==> src/rtl/rxpause_pkg.sv <==
package rxpause_pkg;

    typedef enum logic {
        FC_IDLE   = 1'b0,
        FC_PAUSED = 1'b1
    } fc_state_e;

endpackage

==> src/rtl/rxpause_quanta_tick.sv <==
module rxpause_quanta_tick #(
    parameter int CYC = 8
) (
    input  logic clk,
    input  logic rst_n,
    input  logic clr,
    output logic tick
);
    localparam int CW = (CYC > 1) ? $clog2(CYC) : 1;

    generate
        if (CYC > 1) begin : g_div
            logic [CW-1:0] cnt_d, cnt_q;

            assign tick = (cnt_q == CW'(CYC - 1));

            always_comb begin
                cnt_d = cnt_q + CW'(1);
                if (clr || tick) cnt_d = '0;
            end

            always_ff @(posedge clk) begin
                if (!rst_n) cnt_q <= '0;
                else        cnt_q <= cnt_d;
            end

            // a quantum boundary is never two cycles in a row
            assert_tick_spaced_R5: assert property (@(posedge clk) disable iff (!rst_n)
                tick |=> !tick);
        end else begin : g_pass
            assign tick = 1'b1;
        end
    endgenerate

endmodule

==> src/rtl/rxpause_level_cmp.sv <==
module rxpause_level_cmp #(
    parameter int LVL_W = 18,
    parameter int WM_W  = 15
) (
    input  logic [LVL_W-1:0] fill_bytes,
    input  logic [WM_W-1:0]  hi_mark,
    input  logic [WM_W-1:0]  lo_mark,
    input  logic             tx_pause_en,
    output logic             gen_allowed,
    output logic             at_high,
    output logic             below_low
);
    localparam int CMP_W = (LVL_W > WM_W + 3) ? LVL_W : WM_W + 3;

    logic [CMP_W-1:0] lvl_ext, hi_bytes, lo_bytes;

    always_comb begin
        lvl_ext     = CMP_W'(fill_bytes);
        hi_bytes    = CMP_W'(hi_mark) << 3;
        lo_bytes    = CMP_W'(lo_mark) << 3;
        gen_allowed = tx_pause_en && (hi_mark != '0);
        at_high     = lvl_ext >= hi_bytes;
        below_low   = lvl_ext < lo_bytes;
    end

endmodule

==> src/rtl/rxpause_halt_timer.sv <==
module rxpause_halt_timer #(
    parameter int QT_W        = 16,
    parameter int QUANTUM_CYC = 8
) (
    input  logic            clk,
    input  logic            rst_n,
    input  logic            honor_en,
    input  logic            frame_seen,
    input  logic [QT_W-1:0] frame_quanta,
    output logic            halt
);
    typedef struct packed {
        logic [QT_W-1:0] remain;
    } halt_st_t;

    halt_st_t st_d, st_q;
    logic     q_tick;
    logic     load;

    assign load = honor_en && frame_seen;

    rxpause_quanta_tick #(.CYC(QUANTUM_CYC)) u_tick (
        .clk  (clk),
        .rst_n(rst_n),
        .clr  (load),
        .tick (q_tick)
    );

    always_comb begin
        st_d = st_q;
        if (!honor_en)
            st_d.remain = '0;
        else if (load)
            st_d.remain = frame_quanta;
        else if (q_tick && st_q.remain != '0)
            st_d.remain = st_q.remain - QT_W'(1);
    end

    always_ff @(posedge clk) begin
        if (!rst_n) st_q <= '0;
        else        st_q <= st_d;
    end

    assign halt = (st_q.remain != '0);

    assert_ignore_when_off_R9: assert property (@(posedge clk) disable iff (!rst_n)
        !honor_en |=> !halt);

    assert_zero_frame_clears_R8: assert property (@(posedge clk) disable iff (!rst_n)
        (load && frame_quanta == '0) |=> !halt);

endmodule

==> src/rtl/rxpause_wm_ctrl.sv <==
module rxpause_wm_ctrl
    import rxpause_pkg::*;
#(
    parameter int LVL_W       = 18,
    parameter int WM_W        = 15,
    parameter int QT_W        = 16,
    parameter int QUANTUM_CYC = 8
) (
    input  logic             clk,
    input  logic             rst_n,
    input  logic [LVL_W-1:0] fill_bytes,
    input  logic [WM_W-1:0]  hi_mark,
    input  logic [WM_W-1:0]  lo_mark,
    input  logic [QT_W-1:0]  pause_quanta_cfg,
    input  logic             tx_pause_en,
    input  logic             rx_honor_en,
    input  logic             rx_pause_seen,
    input  logic [QT_W-1:0]  rx_pause_time,
    output logic             pause_req,
    output logic [QT_W-1:0]  pause_req_quanta,
    output logic             tx_halt
);
    localparam logic [QT_W-1:0] ELAPSED_MAX = '1;

    typedef struct packed {
        fc_state_e       st;
        logic            req_v;
        logic [QT_W-1:0] req_qt;
        logic [QT_W-1:0] elapsed;
    } ctrl_t;

    ctrl_t ctl_d, ctl_q;

    logic            gen_allowed, at_high, below_low;
    logic            q_tick, restart;
    logic [QT_W-1:0] refresh_thr;

    rxpause_level_cmp #(.LVL_W(LVL_W), .WM_W(WM_W)) u_cmp (
        .fill_bytes (fill_bytes),
        .hi_mark    (hi_mark),
        .lo_mark    (lo_mark),
        .tx_pause_en(tx_pause_en),
        .gen_allowed(gen_allowed),
        .at_high    (at_high),
        .below_low  (below_low)
    );

    rxpause_quanta_tick #(.CYC(QUANTUM_CYC)) u_refresh_tick (
        .clk  (clk),
        .rst_n(rst_n),
        .clr  (restart),
        .tick (q_tick)
    );

    rxpause_halt_timer #(.QT_W(QT_W), .QUANTUM_CYC(QUANTUM_CYC)) u_halt (
        .clk         (clk),
        .rst_n       (rst_n),
        .honor_en    (rx_honor_en),
        .frame_seen  (rx_pause_seen),
        .frame_quanta(rx_pause_time),
        .halt        (tx_halt)
    );

    always_comb begin
        refresh_thr = pause_quanta_cfg >> 1;
        if (refresh_thr == '0) refresh_thr = QT_W'(1);
    end

    always_comb begin
        ctl_d        = ctl_q;
        ctl_d.req_v  = 1'b0;
        ctl_d.req_qt = '0;
        restart      = 1'b0;

        if (q_tick && ctl_q.elapsed != ELAPSED_MAX)
            ctl_d.elapsed = ctl_q.elapsed + QT_W'(1);

        unique case (ctl_q.st)
            FC_IDLE: begin
                if (gen_allowed && at_high) begin
                    ctl_d.st     = FC_PAUSED;
                    ctl_d.req_v  = 1'b1;
                    ctl_d.req_qt = pause_quanta_cfg;
                    restart      = 1'b1;
                end
            end
            FC_PAUSED: begin
                if (!gen_allowed || below_low) begin
                    // resume wins over a refresh due in the same cycle
                    ctl_d.st     = FC_IDLE;
                    ctl_d.req_v  = 1'b1;
                    ctl_d.req_qt = '0;
                end else if (ctl_q.elapsed >= refresh_thr) begin
                    ctl_d.req_v  = 1'b1;
                    ctl_d.req_qt = pause_quanta_cfg;
                    restart      = 1'b1;
                end
            end
            default: ctl_d.st = FC_IDLE;
        endcase

        if (restart) ctl_d.elapsed = '0;
    end

    always_ff @(posedge clk) begin
        if (!rst_n) begin
            ctl_q.st      <= FC_IDLE;
            ctl_q.req_v   <= 1'b0;
            ctl_q.req_qt  <= '0;
            ctl_q.elapsed <= '0;
        end else begin
            ctl_q <= ctl_d;
        end
    end

    assign pause_req        = ctl_q.req_v;
    assign pause_req_quanta = ctl_q.req_qt;

    assert_pause_quanta_R3: assert property (@(posedge clk) disable iff (!rst_n)
        (pause_req && ctl_q.st == FC_PAUSED) |-> (pause_req_quanta == $past(pause_quanta_cfg)));

    assert_resume_zero_R6: assert property (@(posedge clk) disable iff (!rst_n)
        (pause_req && ctl_q.st == FC_IDLE) |-> (pause_req_quanta == '0));

    assert_hwm_zero_quiet_R4: assert property (@(posedge clk) disable iff (!rst_n)
        (ctl_q.st == FC_IDLE && hi_mark == '0) |=> !pause_req);

    assert_disable_resumes_R7: assert property (@(posedge clk) disable iff (!rst_n)
        (ctl_q.st == FC_PAUSED && !tx_pause_en) |=> (pause_req && ctl_q.st == FC_IDLE));

endmodule

==> config.mk <==
export PLATFORM = sky130hd
export DESIGN_NAME = rxpause_wm_ctrl
export DESIGN_NICKNAME = d
export VERILOG_FILES = /design/src/rtl/rxpause_pkg.sv /design/src/rtl/rxpause_quanta_tick.sv /design/src/rtl/rxpause_level_cmp.sv /design/src/rtl/rxpause_halt_timer.sv /design/src/rtl/rxpause_wm_ctrl.sv
export SDC_FILE = /design/constraint.sdc
export NUM_CORES = 1
export LEC_CHECK = 0
export ABC_AREA = 1
export BUFFER_PORTS_ARGS = -buffer_cell sky130_fd_sc_hd__buf_2
export CORE_ASPECT_RATIO = 2
export CORE_UTILIZATION = 45
export CTS_CLUSTER_SIZE = 24
export DETAILED_ROUTE_END_ITERATION = 8
export GPL_ROUTABILITY_DRIVEN = 1
export MAX_ROUTING_LAYER = met4
export PLACE_DENSITY = 0.76
export SLEW_MARGIN = 20
export SYNTH_ARGS = -nofsm -noshare
export SYNTH_HDL_FRONTEND = slang
export SYNTH_SLANG_ARGS = --single-unit
==> constraint.sdc <==
create_clock -name clk -period 2.38 [get_ports clk]
set_clock_uncertainty 0.2 [all_clocks]
set_input_delay 0.476 -clock clk [delete_from_list [all_inputs] [get_ports clk]]
set_output_delay 0.476 -clock clk [all_outputs]
set_load 0.05 [all_outputs]
==> results summary <==
The area of the mapped netlist is 0.00415 sq mm. The kind of start point of the critical path is a register. The layout has 798 filler cells. The first global-routing pass estimated 18,400 um of wire. The share of Yosys cell area claimed by the top area cell type is 0.270.

The min-delay analysis places its worst path in the category reg2reg. TritonCTS built the clock tree. After synthesis, the share of flip-flops with an asynchronous set or reset is 0.

The main flop type after synthesis is dfxtp_1. The critical path capture point type is a primary output. The number of antenna-violating nets in the routed design is 0. The setup TNS is -3.76 ns. Overall power consumption after layout is estimated at between 2 and 2.5 mW. The count of pins over their slew limit came out at 0. Once layout is complete, the utilization of the core stands at 0.609. The maximum root-to-sink buffer count came out at 2. Setup violations remaining at the end of the flow were counted as 38. The sink count of the clock tree is 56. The worst path required time came out at 1.70 ns. The core footprint is 0.00895 sq mm. The number of vias per cell came out at 5.25. The width of the die came out at ~70 um.

0 antenna diodes ended up in the layout. The cell chosen for the clock root is clkbuf_16. The congestion estimate from routability-driven global placement came to 0.906. The worst path in the final design needs a cycle of ~2.6 ns, including I/O delays and setup.

After detailed placement, the total cell area comes to 0.00485 sq mm. The number of synthesized flops with an enable pin came out at 0. The global-route total usage across every layer is 0.242. The startpoint-to-endpoint class of the critical path is reg2out. The net total in the final layout came out at 883. The number of top-level pins is 103.

After synthesis, the netlist uses 37 different library cells. The worst path setup slack after routing came out at -0.215 ns. The total congestion overflow after global routing is 0. The die height is 138 um. The post-detailed-route DRC marker count is 0. The final reports fail on negative setup slack. Yosys attributes the largest share of cell area to dfxtp_1 27%, ha_1 15%, nand2_1 11%. The post-route cell area is 0.00545 sq mm. For this design the ratio of total power to cell area is around 440 mW/mm^2. The biggest area contributor in the post-synthesis netlist is dfxtp_1. The number of flip-flops and latches in the synthesized netlist came out at 56. Entering global routing, the biggest net connects 21 pins. The total routed wirelength came out at 11,900 um.

The top fanout value on the critical path came out at 3. The total nets after synthesis is 753. Synthesis handed over a netlist of 618 instances. The total placed cells including tap cells came out at 822.

The hold violation count in the final report was 0. The endpoint arrival time on the critical path came out at 1.92 ns. The number of warnings reported in the yosys synthesis log came out at 0.

Across the run, the number of max-cap violations was 0. Clock tree synthesis inserted a total of 5 buffers. Among all cell types in the netlist, the one instantiated most often is nand2_1.

The maximum resistive drop on vdd is 0.309 mV. The worst hold slack across all endpoints is 0.239 ns. The via count of the first global-routing pass is around 4,300. Static timing analysis puts the maximum clock frequency at 385 MHz.

The tightest slew margin relative to the limit came out at 0.575. The portion of the post-synthesis area used by sequential elements came out at 0.270. The sum of net half-perimeters after detailed placement came out at around 8700 um. The transition time at the pin with the least slew margin is approximately 0.63 ns. The number of antenna violations at the first check in global routing was 0. The static power due to leakage is 2.83 nW. The part of the cycle the worst path needs is 1.09.

The overall die area came out at 0.00963 sq mm. The initialized floorplan defines 49 standard-cell rows. The count of placed standard cells in the final layout, fillers left out came out at 850. The cell count of the worst reg-to-reg path came out at 17. From synthesis to final layout, the design area changed by 31.4%.

Dividing the synthesized area by the synthesized cell count gives 6.71 sq um. Counting instances, the worst hold path has a depth of 1. The initial utilization of the core area, before any placement, comes to 0.464. The total vias in the final route came out at around 4,500. Setup repair after global routing could not meet its margin everywhere. The run finished, with violations left. The share of layout cells above drive strength 1 came out at 0.290.

The clock latency of the later-clocked register in the worst-skew pair is 0.29 ns. The worst-case setup slack after placement is -0.466 ns. The detailed router's first-iteration violation count came out at 261. The wire length per cell came out at 14.0 um. The total of buffers placed on input and output ports is 102.

By count the netlist is led by 121 x nand2_1, 107 x inv_1, 92 x nor2_1. The clock-pin slew of the registers on the worst-case setup and hold paths came out at 0.07 ns. The first-pass iteration count of the detailed router came out at 5.

The clock tree synthesis step divided the H-tree into 2 levels.
## cells in the final DEF (no fill, tap or decap), types with 4 or more instances in the layout
master     count
clkbuf_16      5
nor2_4         7
buf_6          9
inv_1        103
dfxtp_1       54
xnor2_1        6
nor3_4         4
nand4_1        7
buf_2         99
nor3_1        12
nor2_1        78
nor3_2        12
nand2_8        5
nand2_1      119
ha_1          49
nor2_2         9
o21ai_0       22
a21oi_1       23
xor2_1         9
nand3_1       32
buf_4         36
## final timing paths
path	slack (ns)	from	endpoint
worst max register to register	-0.11	u_halt.st_q[0]$_SDFFE_PN0P_	u_halt.st_q[14]$_SDFFE_PN0P_
worst max-delay path	-0.21	u_halt.st_q[0]$_SDFFE_PN0P_	tx_halt
worst min register to register	0.24	u_halt.u_tick.g_div.cnt_q[0]$_SDFF_PP0_	u_halt.u_tick.g_div.cnt_q[0]$_SDFF_PP0_
worst min-delay path	0.24	u_halt.u_tick.g_div.cnt_q[0]$_SDFF_PP0_	u_halt.u_tick.g_div.cnt_q[0]$_SDFF_PP0_
## layout make-up
class / instances / area (sq um) / share of cell area
inverter: 110 / 430 / 0.0790
sequential: 56 / 1120 / 0.206
multi-input combinational: 429 / 2730 / 0.501
timing repair buffer: 146 / 902 / 0.166
clock inverter: 2 / 12.5 / 0.00230
tap: 102 / 128 / 0.0234
clock buffer: 5 / 125 / 0.0230
## critical path, cell delays in order (launching register included)
cell and delay [ns]:
dfxtp_2 0.33, inv_2 0.07, ha_4 0.15, inv_4 0.04, nor3_4 0.20, nand3_2 0.17
nor2_4 0.14, buf_6 0.12, inv_4 0.03, nor2_4 0.08, nand3b_1 0.12, buf_6 0.18
## where the power goes
group	switching [mW]	internal, mW
Clock	0.325	0.383
Sequential	0.0194	0.961
Combinational	0.392	0.307
## repair_timing
item	4_1_cts	5_1_grt
pin swaps	16	13
setup buffers	12	11
setup endpoints to repair	37	52
gates resized for setup	39	30
cloned	1	2
hold buffers	0	0
## state kept, by name (all words and copies together), names as in the netlist
| name | flops |
|---|---|
| ctl_q | 17 |
| pause_req_quanta | 16 |
| u_halt.st_q | 16 |
| u_halt.u_tick.g_div.cnt_q | 3 |
| u_refresh_tick.g_div.cnt_q | 3 |
| pause_req | 1 |
## routing by layer
metal	wire, um	vias to the layer above	track usage
met5	0	-	-
met4	478	0	0.111
met3	472	43	0.0249
met2	6870	144	0.486
met1	4060	2081	0.223
li1	-	2197	-
## kinds of logic after synthesis
logic type / count (synthesis) / synth area share
DFF: 56 / 0.270
muxes: 2 / 0.00483
AOI/OAI and AO/OA: 58 / 0.0778
adders and majority gates: 50 / 0.151
buffers and inverters: 136 / 0.150
and+or+nand+nor: 301 / 0.314
xor gates and xnor gates: 15 / 0.0317
(Power assumes the default switching activity.)
